<file path="src/rtl/spi_wr_pkg.sv">
package spi_wr_pkg;
  localparam int REG_W      = 8;
  localparam int ADDR_W     = 5;
  localparam int FIRST_REG  = 1;
  localparam int SEG1_LAST  = 8;
  localparam int LAST_REG   = 17;
  localparam int NUM_REGS   = LAST_REG - FIRST_REG + 1;
  localparam int ID_W       = 7;
  localparam logic [ID_W-1:0] CHIP_ID = 7'b0011000;
  localparam int FREEZE_REG = 2;
  localparam int FREEZE_BIT = 1;
  localparam int FREEZE_IDX = FREEZE_REG - FIRST_REG;

  typedef struct packed {
    logic              wrEn;
    logic [ADDR_W-1:0] addr;
    logic [REG_W-1:0]  data;
  } wrStrobe_t;

  typedef enum logic [1:0] {ST_HDR, ST_PTR, ST_DATA, ST_SKIP} frameState_t;
endpackage

</file>
<file path="src/rtl/spi_wr_ctrl.sv">
module spi_wr_ctrl
  import spi_wr_pkg::*;
#(
  parameter int SYNC_STAGES = 2
) (
  input  logic       clk,
  input  logic       rstN,
  input  logic       csN,
  input  logic       sclk,
  input  logic       sdi,
  output wrStrobe_t  strobe
);
  localparam int CNT_W = $clog2(REG_W);

  logic [SYNC_STAGES-1:0] csPipe, clkPipe, datPipe;
  logic csS, clkS, datS, sclkPrev, sclkRise;
  logic [CNT_W-1:0] bitCnt;
  logic [REG_W-2:0] shiftQ;
  logic [REG_W-1:0] byteVal;
  logic [ADDR_W-1:0] ptr;
  logic incEn;
  frameState_t state;

  always_ff @(posedge clk or negedge rstN) begin
    if (!rstN) begin
      csPipe   <= '1;
      clkPipe  <= '0;
      datPipe  <= '0;
      sclkPrev <= 1'b0;
    end else begin
      csPipe   <= {csPipe[SYNC_STAGES-2:0], csN};
      clkPipe  <= {clkPipe[SYNC_STAGES-2:0], sclk};
      datPipe  <= {datPipe[SYNC_STAGES-2:0], sdi};
      sclkPrev <= clkS;
    end
  end

  assign csS      = csPipe[SYNC_STAGES-1];
  assign clkS     = clkPipe[SYNC_STAGES-1];
  assign datS     = datPipe[SYNC_STAGES-1];
  assign sclkRise = clkS && !sclkPrev && !csS;
  assign byteVal  = {shiftQ, datS};

  function automatic logic inRange(input logic [ADDR_W-1:0] a);
    return (int'(a) >= FIRST_REG) && (int'(a) <= LAST_REG);
  endfunction

  function automatic logic canStep(input logic [ADDR_W-1:0] a);
    return ((int'(a) >= FIRST_REG) && (int'(a) < SEG1_LAST)) ||
           ((int'(a) > SEG1_LAST) && (int'(a) < LAST_REG));
  endfunction

  always_ff @(posedge clk or negedge rstN) begin
    if (!rstN) begin
      state  <= ST_HDR;
      bitCnt <= '0;
      shiftQ <= '0;
      ptr    <= '0;
      incEn  <= 1'b0;
      strobe <= '0;
    end else begin
      strobe.wrEn <= 1'b0;
      if (csS) begin
        state  <= ST_HDR;
        bitCnt <= '0;
      end else if (sclkRise) begin
        shiftQ <= byteVal[REG_W-2:0];
        bitCnt <= bitCnt + 1'b1;
        if (bitCnt == CNT_W'(REG_W-1)) begin
          unique case (state)
            ST_HDR:  state <= (byteVal == {CHIP_ID, 1'b0}) ? ST_PTR : ST_SKIP;
            ST_PTR: begin
              incEn <= byteVal[REG_W-1];
              ptr   <= byteVal[ADDR_W-1:0];
              state <= ST_DATA;
            end
            ST_DATA: begin
              if (inRange(ptr)) begin
                strobe.wrEn <= 1'b1;
                strobe.addr <= ptr;
                strobe.data <= byteVal;
              end
              if (incEn && canStep(ptr)) ptr <= ptr + 1'b1;
            end
            default: state <= ST_SKIP;
          endcase
        end
      end
    end
  end

  assert_strobe_in_range_R6: assert property (@(posedge clk) disable iff (!rstN)
    strobe.wrEn |-> (int'(strobe.addr) >= FIRST_REG && int'(strobe.addr) <= LAST_REG));
  assert_ptr_fixed_R4: assert property (@(posedge clk) disable iff (!rstN)
    strobe.wrEn && !incEn |-> ptr == strobe.addr);
  assert_no_cross_R5: assert property (@(posedge clk) disable iff (!rstN)
    strobe.wrEn && incEn && (int'(strobe.addr) == SEG1_LAST || int'(strobe.addr) == LAST_REG)
      |-> ptr == strobe.addr);
  assert_step_R5: assert property (@(posedge clk) disable iff (!rstN)
    strobe.wrEn && incEn && int'(strobe.addr) != SEG1_LAST && int'(strobe.addr) != LAST_REG
      |-> ptr == strobe.addr + 1'b1);
  assert_idle_release_R7: assert property (@(posedge clk) disable iff (!rstN)
    csS |=> !strobe.wrEn);
  assert_skip_quiet_R2: assert property (@(posedge clk) disable iff (!rstN)
    state == ST_SKIP |-> !strobe.wrEn);
endmodule

</file>
<file path="src/rtl/spi_wr_regs.sv">
module spi_wr_regs
  import spi_wr_pkg::*;
(
  input  logic                      clk,
  input  logic                      rstN,
  input  wrStrobe_t                 strobe,
  output logic [NUM_REGS*REG_W-1:0] regBus
);
  logic [REG_W-1:0] staged [NUM_REGS];
  logic [REG_W-1:0] live   [NUM_REGS];
  logic [REG_W-1:0] stagedNext [NUM_REGS];
  logic frozenNow, frozenNext;
  int   wIdx;

  assign frozenNow = live[FREEZE_IDX][FREEZE_BIT];
  assign wIdx      = int'(strobe.addr) - FIRST_REG;

  always_comb begin
    stagedNext = staged;
    frozenNext = frozenNow;
    if (strobe.wrEn) begin
      for (int i = 0; i < NUM_REGS; i++)
        if (i == wIdx) stagedNext[i] = strobe.data;
      if (int'(strobe.addr) == FREEZE_REG) frozenNext = strobe.data[FREEZE_BIT];
    end
  end

  always_ff @(posedge clk or negedge rstN) begin
    if (!rstN) begin
      for (int i = 0; i < NUM_REGS; i++) begin
        staged[i] <= '0;
        live[i]   <= '0;
      end
    end else if (strobe.wrEn) begin
      staged <= stagedNext;
      for (int i = 0; i < NUM_REGS; i++) begin
        if (!frozenNext) live[i] <= stagedNext[i];
        else if (i == FREEZE_IDX) live[i][FREEZE_BIT] <= frozenNext;
      end
    end
  end

  for (genvar g = 0; g < NUM_REGS; g++) begin : gOut
    assign regBus[g*REG_W +: REG_W] = live[g];
    assert_commit_match_R9: assert property (@(posedge clk) disable iff (!rstN)
      !frozenNow |-> live[g] == staged[g]);
  end

  assert_hold_frozen_R8: assert property (@(posedge clk) disable iff (!rstN)
    strobe.wrEn && frozenNow && int'(strobe.addr) != FREEZE_REG |=> $stable(regBus));
  assert_freeze_direct_R10: assert property (@(posedge clk) disable iff (!rstN)
    strobe.wrEn && int'(strobe.addr) == FREEZE_REG |=> frozenNow == $past(strobe.data[FREEZE_BIT]));
endmodule

</file>
<file path="src/rtl/spi_wr_port.sv">
module spi_wr_port
  import spi_wr_pkg::*;
#(
  parameter int SYNC_STAGES = 2
) (
  input  logic                      clk,
  input  logic                      rstN,
  input  logic                      csN,
  input  logic                      sclk,
  input  logic                      sdi,
  output logic [NUM_REGS*REG_W-1:0] regBus
);
  wrStrobe_t strobe;

  spi_wr_ctrl #(.SYNC_STAGES(SYNC_STAGES)) ctrl_i (
    .clk(clk), .rstN(rstN), .csN(csN), .sclk(sclk), .sdi(sdi), .strobe(strobe)
  );

  spi_wr_regs regs_i (
    .clk(clk), .rstN(rstN), .strobe(strobe), .regBus(regBus)
  );
endmodule

</file>
<file path="config.mk">
export PLATFORM = sky130hd
export DESIGN_NAME = spi_wr_port
export DESIGN_NICKNAME = d
export VERILOG_FILES = /design/src/rtl/spi_wr_pkg.sv /design/src/rtl/spi_wr_ctrl.sv /design/src/rtl/spi_wr_regs.sv /design/src/rtl/spi_wr_port.sv
export SDC_FILE = /design/constraint.sdc
export NUM_CORES = 1
export LEC_CHECK = 0
export ABC_AREA = 1
export BUFFER_PORTS_ARGS = -buffer_cell sky130_fd_sc_hd__buf_2
export CORE_MARGIN = 2
export CORE_UTILIZATION = 52
export CTS_CLUSTER_DIAMETER = 40
export DETAILED_ROUTE_END_ITERATION = 7
export HOLD_SLACK_MARGIN = 0.08
export PLACE_DENSITY = 0.75
export SLEW_MARGIN = 5
export SYNTH_ARGS = -nofsm -noshare
export SYNTH_HDL_FRONTEND = slang
export SYNTH_SLANG_ARGS = --single-unit
</file>
<file path="constraint.sdc">
create_clock -name clk -period 1.7 [get_ports clk]
set_clock_uncertainty 0.15 [all_clocks]
set_input_delay 0.255 -clock clk [delete_from_list [all_inputs] [get_ports clk]]
set_output_delay 0.255 -clock clk [all_outputs]
set_load 0.02 [all_outputs]
</file>
# ---- Word level (Yosys, flattened, before mapping)
# Index checks and enable logic that the tools add are counted.
dict set report totals {
  register_bits 311
  input_bits 5
  elab_cells 134
}
dict set report op_classes {
  n_addsub 3
  n_lt_le_gt_ge 5
  eq_ne 23
  muxes 34
  bitwise 2
  n_reduce_logical 20
}
# op count
set op_table {}
lappend op_table {{== test 5 x 32 -> 1 bit (first input constant)} 8}
lappend op_table {{2-to-1 mux 8 bit} 17}
lappend op_table {{== test 4 x 32 -> 1 bit (first input constant)} 4}
lappend op_table {{2-to-1 mux 14 bit} 5}
lappend op_table {{== test 3 x 32 -> 1 bit (first input constant)} 2}
lappend op_table {{== test 2 x 32 -> 1 bit (first input constant)} 1}
lappend op_table {{== test 6 x 32 -> 1 bit (first input constant)} 1}
lappend op_table {{zero test 32 bit} 1}
lappend op_table {{case mux 5 bit (2 select lines)} 1}
lappend op_table {{AND reduction 5 bit} 2}
lappend op_table {{== test 8 x 6 -> 1 bit (second input constant)} 1}
lappend op_table {{2-to-1 mux 2 bit} 4}
lappend op_table {{logical AND 1 bit} 6}
lappend op_table {{2-to-1 mux 3 bit} 2}
lappend op_table {{case mux 2 bit (3 select lines)} 1}
lappend op_table {{nonzero test 2 bit} 3}
lappend op_table {{subtractor 5 x 1 -> 6 bit (second input constant)} 1}
lappend op_table {{adder 5 x 1 -> 5 bit (second input constant)} 1}
lappend op_table {{== test 5 x 3 -> 1 bit (second input constant)} 1}
lappend op_table {{>= comparator 5 x 1 -> 1 bit (second input constant)} 1}
lappend op_table {{> comparator 5 x 4 -> 1 bit (second input constant)} 1}
lappend op_table {{less-or-equal comparator 5 bit (second input constant)} 1}
lappend op_table {{< comparator 5 x 4 -> 1 bit (second input constant)} 1}
lappend op_table {{< comparator 5 bit (second input constant)} 1}
lappend op_table {{14 further kinds} 20}

# ---- Logic depth before layout (Yosys ltp)
# Gate-level depths: netlist of the first run.
dict set report logic_depth {
  ltp_word 7
  mapped_depth 12
  ltp_nobuf 11
}

# ---- By module
# From an unflattened synthesis of the first run, not the netlist that was laid out.
dict set report hier_totals {
  cells_unflattened 1776
  area_unflattened_um2 13977.2
}
# module instances cells_per_inst area_per_inst_um2
set by_module_without_submodules {}
lappend by_module_without_submodules {spi_wr_regs 1 1579 12241.7}
lappend by_module_without_submodules {spi_wr_ctrl 1 197 1735.4}

# ---- Worst setup path after synthesis of the first run
# OpenSTA, ideal clock, no wires.
dict set report synth_path {
  kind {register to register}
  start {reg ctrl_i.bitCnt[0]}
  end {reg ctrl_i.strobe[10] (netlist name)}
  setup_ns 0.117
  arrival_time_ns 1.460
  setup_slack_ns -0.026
  stages_incl_launch_ff 11
  n_path_buf 1
  period_less_slack_ns 1.726
  cell_sequence {dfrtp_1 > ha_1 > ha_1 > inv_1 > nor2_1 > inv_1 > nor3_4 > nand2_1 > buf_2 > nand2_1 > nand2_1}
}
dict set report synth_between {
  elab_chain_len 2
}
# element line
set synth_rtl {}
lappend synth_rtl {{start, declared} spi_wr_ctrl.sv:17} ;# logic [CNT_W-1:0] bitCnt;
lappend synth_rtl {{start signal, assigned} spi_wr_ctrl.sv:68} ;# bitCnt <= bitCnt + 1'b1;
lappend synth_rtl {{== test 3 bit} spi_wr_ctrl.sv:69} ;# if (bitCnt == CNT_W'(REG_W-1)) begin
lappend synth_rtl {{AND reduction 5 bit (no source line)} -}
# No other way between the ends.
# A chain may end at the register's enable or synchronous reset.

# ---- Final worst setup path of the first run
dict set report layout_path {
  start {reg ctrl_i.strobe[8] (netlist name)}
  end {reg regs_i.live, in the netlist regs_i.regBus[56]}
}
dict set report layout_between {
  elab_chain_len 5
}
# element line
set layout_rtl {}
lappend layout_rtl {{parallel branches: the longest is 5 deep, another holds subtractor 5 x 1 -> 6 bit} -}
lappend layout_rtl {{end signal, assigned by index} spi_wr_regs.sv:37} ;# if (!frozenNext) live[i] <= stagedNext[i];
lappend layout_rtl {{end signal, assigned by index} spi_wr_regs.sv:38} ;# else if (i == FREEZE_IDX) live[i][FREEZE_BIT] <= frozenNext;
lappend layout_rtl {{end, declared} spi_wr_regs.sv:10} ;# logic [REG_W-1:0] live [NUM_REGS];
# Several ways; the timed one is not identified.

==> impl_metrics.csv, run 1 <==
group,metric,value,unit
run_status,status,"finished with violations",
run_status,failed_checks,"setup timing",
clock_tree,clkTransAtPathRegs,0.06,ns
sta,hold_slack,0.0833,ns
power_and_ir_drop,ir_worst_vdd,0.731,mV
sta,worst_slack,-0.189,ns
route,remaining_drc_errors,0,
global_routing,grtUsageTotal,26.6,%
sta,final_hold_viol_count,0,
synth,synth-edff-count,0,
power_and_ir_drop,clockPowerShare,53.3,%
route,vias_per_cell,5.63,
worst_setup_path,critical_path.max_fanout,8,
sta,fin_crit,1.89,ns
synth,post_synth.cell_area_avg,7.99,sq um
floorplan,num_io_pins,141,
global_routing,met3_usage,4.27,%
worst_setup_path,rr_worst_depth,10,
synth,syn_area,13700,sq um
synth,synth_flop_cell,"dfrtp_1",
placement,dp_hpwl,22.2,mm
sta,setup_viol,258,
sta,worst_slew_pin_slew,0.525,ns
clock_tree,clock_path_buffers,3,
clock_tree,numCtsBuffers,40,
power_and_ir_drop,combPwrFrac,1.7,%
clock_tree,cts_sinks,311,
worst_setup_path,path_buf_inv,4,
global_routing,antenna_found_initial,0,
power_and_ir_drop,intPower,0.0129,W
global_routing,busiest_layer,"met2",
clock_tree,cts_tree,"done",
floorplan,fp-row-count,59,
floorplan,coreArea,26000,sq um
worst_setup_path,crit_type,"flop to flop",
cells_and_area,syn2layout_area_growth,39.0,%
synth,syn_nets,1727,
sta,finalMaxSlewViolations,0,
worst_setup_path,cp.depth,10,
floorplan,die_x,166,um
clock_tree,cts_max_level,2,
synth,synth_top_area_share,56.4,%
synth,synth_seq_cells,311,
global_routing,grt_util_met2,43.6,%
global_routing,grt_max_degree,104,
cells_and_area,drive_gt1_share,32.4,%
route,wl_per_cell,18.5,um
synth,ys_top_cells_by_area,"dfrtp_1, nand2_1, o21ai_0",
floorplan,initial_core_util,52.8,%
power_and_ir_drop,swShare,22.4,%
synth,syn_inst,1717,
worst_hold_path,hp-class,"input pin to async pin",
worst_setup_path,crit_family,"buffers and inverters",
cells_and_area,nets,1976,
flow_run,maxCapViolCount,0,
placement,port_buffers,140,
route,drt-initial-drc-count,1309,
worst_setup_path,slowest_delay,0.42,ns
clock_tree,cts_root_buf,"clkbuf_16",
placement,place_congestion,0.911,
worst_setup_path,path_cells,"buf_6, nor2_8, buf_6, buf_4, nand3_2, buf_6, nand2_1, o21ai_2, nand2_1, nand2_1",
clock_tree,insertion_delay,0.53,ns
sta,rsz0062_at_grt,"yes",
sta,slew_headroom,65.0,%
worst_setup_path,cp.arrival,2.15,ns
cells_and_area,diodes,0,
route,firstDrtPassIters,5,
synth,synth_most_common_cell,"nand2_1",
worst_setup_path,cp-start-kind,"flop",
power_and_ir_drop,p_leak,10.0,nW
power_and_ir_drop,p_sw,0.00373,W
worst_setup_path,cp.required,1.96,ns
synth,synth.distinct_cells,29,
power_and_ir_drop,powerDensity,874,nW/um^2
route,totalWireLength,43.2,mm
worst_setup_path,slowest_stage,"dfrtp_1",
global_routing,grt_pass1_wl,60.7,mm
floorplan,dieArea,27700,sq um
global_routing,grt_pass1_vias,11999,
cells_and_area,final_util,73.4,%
synth,ys_async_sr_fraction,100,%
worst_setup_path,critPathCaptureType,"flop",
synth,synthTopCellsByCount,"nand2_1, dfrtp_1, o21ai_0, nand3_1, inv_1",
global_routing,globalRouteMet1Util,36.0,%
sta,min_period_over_period,111,%
synth,yosysTopAreaCell,"dfrtp_1",
power_and_ir_drop,seqPwrFrac,45.0,%
route,vias,13145,
sta,setup_tns,-21.72,ns
synth,ys_warn_count,0,
synth,ys_seq_area_share,56.8,%
sta,clock.fmax,529,MHz
floorplan,fp.dieH,166,um
global_routing,grt_overflow,0,
route,ant_nets,0,
==> timing repair <==
| action | CTS | global route |
|---|---|---|
| setup endpoints to repair | 233 | 282 |
| gates resized for setup | 172 | 284 |
| gates cloned | 6 | 22 |
| endpoints found under the hold margin | 314 | 0 |
| hold buffers | 4 | 0 |
| setup buffers | 15 | 14 |
| pin swaps | 36 | 60 |
==> final cells by class <==
type / instances / area [sq um]
sequential: 311 / 7790
fill: 1672 / 6920
multi-input combinational: 1231 / 6330
timing repair buffer: 296 / 2770
clock buffer: 45 / 1070
tap: 335 / 419
inverter: 85 / 338
clock inverter: 29 / 337
timing repair inverter: 1 / 11.3
==> sequential cells by signal, indices dropped and copies added (netlist names) <==
name,flops
ctrl_i.bitCnt,3
ctrl_i.shiftQ,7
ctrl_i.datPipe,2
ctrl_i.incEn,1
regs_i.regBus,136
ctrl_i.ptr,5
regs_i.staged,136
ctrl_i.sclkPrev,1
ctrl_i.csPipe,2
ctrl_i.clkPipe,2
ctrl_i.state,2
ctrl_i.strobe,14
==> worst register-to-register path, delay by kind of cell, from the launching register on <==
kind	cells	cell delay, ns
AOI/OAI and AO/OA	1	0.07
buffers and inverters	4	0.57
DFF	1	0.42
and+or+nand+nor	5	0.55
==> layout by cell type, fill, tap and decap left out, types with 2 or more instances in the layout <==
| master | n |
|---|---|
| nand2_2 | 80 |
| clkbuf_8 | 3 |
| clkinv_8 | 2 |
| clkbuf_16 | 55 |
| o21ai_1 | 57 |
| o21ai_2 | 75 |
| buf_8 | 7 |
| nand4_1 | 8 |
| buf_2 | 139 |
| o21ai_0 | 44 |
| inv_6 | 8 |
| dlygate4sd3_1 | 4 |
| buf_12 | 30 |
| dfrtp_1 | 307 |
| dfstp_2 | 2 |
| inv_8 | 2 |
| nand2_4 | 31 |
| inv_2 | 12 |
| nand3_2 | 47 |
| nand3_4 | 9 |
| buf_6 | 29 |
| ha_2 | 2 |
| bufinv_16 | 5 |
| clkinv_2 | 8 |
| buf_16 | 5 |
| nand2_8 | 5 |
| nor2_4 | 5 |
| inv_1 | 68 |
| ha_1 | 2 |
| nor3_4 | 2 |
| nand3_1 | 43 |
| nor2_1 | 10 |
| o21ai_4 | 3 |
| buf_4 | 68 |
| inv_4 | 2 |
| clkinvlp_4 | 6 |
| nand2_1 | 798 |
==> per-layer routing <==
metal | up-vias | wire length, um | part of all wire (%)
met5 | - | 0 | 0
met4 | 0 | 2150 | 5.0
met3 | 166 | 3240 | 7.5
met2 | 701 | 21100 | 49
met1 | 6381 | 16700 | 39
li1 | 5897 | - | -
==> final timing paths <==
kind,slack [ns],from,to
max,-0.19,ctrl_i.strobe[8]$_DFFE_PN0P_,regs_i.regBus[56]$_DFFE_PN0P_
max reg2reg,-0.19,ctrl_i.strobe[8]$_DFFE_PN0P_,regs_i.regBus[56]$_DFFE_PN0P_
min in group clk,0.20,ctrl_i.clkPipe[0]$_DFF_PN0_,ctrl_i.clkPipe[1]$_DFF_PN0_
min,0.08,rstN,regs_i.staged[84]$_DFFE_PN0P_
min reg2reg,0.20,ctrl_i.clkPipe[0]$_DFF_PN0_,ctrl_i.clkPipe[1]$_DFF_PN0_
max in group asynchronous,0.63,rstN,regs_i.staged[104]$_DFFE_PN0P_
==> logic make-up after synthesis <==
kind of cell / synth area share, %
buffers and inverters: 5.72
adder cells (fa/ha/maj): 0.456
AO/OA/AOI/OAI: 6.74
flip-flops: 56.8
XOR/XNOR: 0.0639
AND/OR/NAND/NOR: 30.2
==> through the flow <==
step                std cells  setup WS [ns]  power (W)  area, sq um
global route             2333         -0.242     0.0171        19100
finish                   2333         -0.189     0.0167        19100
CTS                      2298        -0.0604     0.0167        17600
detailed placement       2200         -0.165    0.00791        15400
floorplan                1717       -0.00152    0.00768        13700
global placement         2200        -0.0870    0.00790        15400
==> power by group through the flow <==
| stage | combinational [W] | sequential [W] | clock, W |
|---|---|---|---|
| global placement | 0.000275 | 0.00762 | 0 |
| detailed placement | 0.000279 | 0.00763 | 0 |
| global route | 0.000330 | 0.00750 | 0.00924 |
| CTS | 0.000292 | 0.00750 | 0.00891 |
| floorplan | 0.0000640 | 0.00762 | 0 |
| finish | 0.000286 | 0.00750 | 0.00887 |
Note: power is estimated with default switching activity, not from simulation.
==> inputs of run 2 (changes only) <==
--- a/config.mk
+++ b/config.mk
@@ -9,6 +9,7 @@
 export BUFFER_PORTS_ARGS = -buffer_cell sky130_fd_sc_hd__buf_2
 export CORE_MARGIN = 2
 export CORE_UTILIZATION = 52
+export CTS_BUF_LIST = sky130_fd_sc_hd__clkbuf_2
 export CTS_CLUSTER_DIAMETER = 40
 export DETAILED_ROUTE_END_ITERATION = 7
 export HOLD_SLACK_MARGIN = 0.08
==> run 2 against run 1 <==
Net effect:
- the run still ends with setup timing left
- count of clock-buffer cells in the layout increased by 72
- flip-flop and latch count is the same
- sequential share of layout area fell by 4.9 points
- highest routed layer is now met5
- largest power group is now sequential cells
- worst setup slack got worse by 0.21 ns
- largest cell class unchanged
==> impl_metrics.csv, run 2 (same netlist as run 1, synthesis figures left out) <==
group,metric,value,unit
run_status,status,"finished with violations",
run_status,failed_checks,"setup timing",
global_routing,grtUsageTotal,32.8,%
sta,worst_slack,-0.394,ns
global_routing,grt_pass1_vias,14132,
worst_setup_path,cp.required,2.33,ns
route,totalWireLength,60.7,mm
power_and_ir_drop,ir_worst_vdd,0.634,mV
global_routing,antenna_found_initial,3,
clock_tree,cts_tree,"done",
floorplan,num_io_pins,141,
cells_and_area,drive_gt1_share,46.5,%
floorplan,fp.dieH,166,um
sta,clock.fmax,478,MHz
sta,hold_slack,0.205,ns
worst_setup_path,cp-start-kind,"flop",
sta,min_period_over_period,123,%
route,ant_nets,0,
worst_setup_path,r2r_slack,-0.39,ns
floorplan,initial_core_util,52.8,%
placement,place_area,15400,sq um
worst_setup_path,critical_path.max_fanout,8,
cells_and_area,num-fill-cells,1132,
worst_setup_path,r2r-start,"ctrl_i.strobe[9]$_DFFE_PN0P_",
worst_setup_path,slowest_stage,"dfrtp_1",
worst_setup_path,slowest_delay,0.43,ns
sta,final_hold_viol_count,0,
worst_setup_path,path_cells,"buf_6, buf_4, nor3_4, buf_6, nand2_8, buf_16, o21ai_4, nand2_1, nand2_1",
clock_tree,clock_path_buffers,3,
worst_setup_path,cp.arrival,2.73,ns
sta,slew_headroom,64.8,%
global_routing,grt_pass1_wl,72.9,mm
floorplan,fp-row-count,59,
clock_tree,cts_max_level,3,
clock_tree,clkTransAtPathRegs,0.12,ns
placement,place_congestion,0.911,
floorplan,dieArea,27700,sq um
route,firstDrtPassIters,6,
power_and_ir_drop,powerDensity,608,nW/um^2
route,vias,15684,
clock_tree,numCtsBuffers,80,
clock_tree,insertion_delay,0.87,ns
floorplan,coreArea,26000,sq um
flow_run,maxCapViolCount,0,
worst_setup_path,r2r-end,"regs_i.staged[128]$_DFFE_PN0P_",
sta,rsz0062_at_grt,"yes",
clock_tree,cts_sinks,311,
route,remaining_drc_errors,0,
worst_hold_path,hold_end,"ctrl_i.clkPipe[1]$_DFF_PN0_",
cells_and_area,fin_area,21700,sq um
route,wl_per_cell,24.1,um
cells_and_area,final_common_cell,"nand2_1",
worst_setup_path,critPathCaptureType,"flop",
cells_and_area,syn2layout_area_growth,58.0,%
placement,dp_hpwl,22.2,mm
worst_setup_path,rr_worst_depth,9,
sta,finalMaxSlewViolations,0,
cells_and_area,most-common-layout-cells,"nand2_1, dfrtp_1, buf_4",
route,vias_per_cell,6.23,
sta,setup_tns,-69.65,ns
route,drt-initial-drc-count,2166,
worst_setup_path,crit_type,"flop to flop",
sta,setup_viol,421,
placement,port_buffers,140,
clock_tree,cts_root_buf,"clkbuf_2",
worst_hold_path,hold_start,"ctrl_i.clkPipe[0]$_DFF_PN0_",
floorplan,die_x,166,um
worst_hold_path,hp-class,"flop to flop",
global_routing,grt_overflow,0,
worst_hold_path,min_path_cells,0,
global_routing,grt_max_degree,104,
sta,worst_slew_pin_slew,0.528,ns
power_and_ir_drop,p_leak,10.9,nW
sta,fin_crit,2.09,ns
cells_and_area,nets,2140,
==> run 2: cell count changes in the layout (fill, tap and decap cells not counted), moves of 18 or more <==
cell / previous run / this run
buf_2: 139 / 3
buf_6: 29 / 157
nand2_1: 798 / 671
clkbuf_2: 0 / 117
buf_4: 68 / 172
nand2_2: 80 / 143
nand2_4: 31 / 94
clkbuf_16: 55 / 6
o21ai_2: 75 / 104
o21ai_0: 44 / 18
buf_16: 5 / 27
nand3_1: 43 / 21
nand3_4: 9 / 27
==> run 2: cell type report <==
class | count | area (sq um) | area share, %
antenna | 1 | 2.50 | 0.0116
sequential | 311 | 7800 | 36.0
timing repair inverter | 1 | 16.3 | 0.0751
multi-input combinational | 1231 | 7450 | 34.4
timing repair buffer | 420 | 4940 | 22.8
inverter | 85 | 357 | 1.65
clock inverter | 17 | 90.1 | 0.416
clock buffer | 117 | 586 | 2.70
tap | 335 | 419 | 1.94
==> run 2: what timing repair did <==
| action | 4_1_cts | 5_1_grt |
|---|---|---|
| setup buffers | 75 | 73 |
| endpoints found under the hold margin | 314 | 0 |
| cloned | 31 | 9 |
| endpoints found under the setup margin | 383 | 428 |
| pin swaps | 122 | 145 |
| hold buffers | 8 | 0 |
| resized for setup | 649 | 443 |
==> run 2: worst max-delay path by stage <==
stage | end | from | slack [ns]
after floorplan | regs_i.regBus[129]$_DFFE_PN0P_ | ctrl_i.strobe[8]$_DFFE_PN0P_ | -0.002
after global placement | regs_i.regBus[84]$_DFFE_PN0P_ | ctrl_i.strobe[8]$_DFFE_PN0P_ | -0.09
after detailed placement | regs_i.regBus[25]$_DFFE_PN0P_ | ctrl_i.strobe[8]$_DFFE_PN0P_ | -0.17
after CTS | regBus[127] | regs_i.regBus[127]$_DFFE_PN0P_ | -0.21
after global routing | regs_i.staged[128]$_DFFE_PN0P_ | ctrl_i.strobe[9]$_DFFE_PN0P_ | -0.44
final | regs_i.staged[128]$_DFFE_PN0P_ | ctrl_i.strobe[9]$_DFFE_PN0P_ | -0.39
==> run 2: power by group <==
group | switching (W) | leakage (nW) | total, W | internal [W]
combinational | 0.000213 | 6.07 | 0.000296 | 0.0000831
sequential | 0.0000514 | 4.31 | 0.00749 | 0.00744
clock | 0.00343 | 0.531 | 0.00538 | 0.00195
==> run 2: metal layers <==
metal  track usage (%)  wire length, um  up-vias
met5                 0               13        -
met4              18.2             5520        2
met3              6.74             7070      529
met2              54.5            28200     1426
met1              40.1            19800     7463
li1                  -                -     6264
==> run 2: critical path: cells and delay by family (launching register included) <==
family	cells	cell delay, ns
simple gates	4	0.64
buf+inv	4	0.60
flops	1	0.43
compound gates	1	0.22
==> run 2: through the flow <==
step	std cells	worst slack [ns]	util, %	power [W]
after CTS	2446	-0.213	75.3	0.0128
after global placement	2200	-0.0870	59.3	0.00790
after floorplan	1717	-0.00152	-	0.00768
after detailed placement	2200	-0.165	59.3	0.00791
after global routing	2518	-0.435	83.4	0.0135
final	2518	-0.394	83.4	0.0132
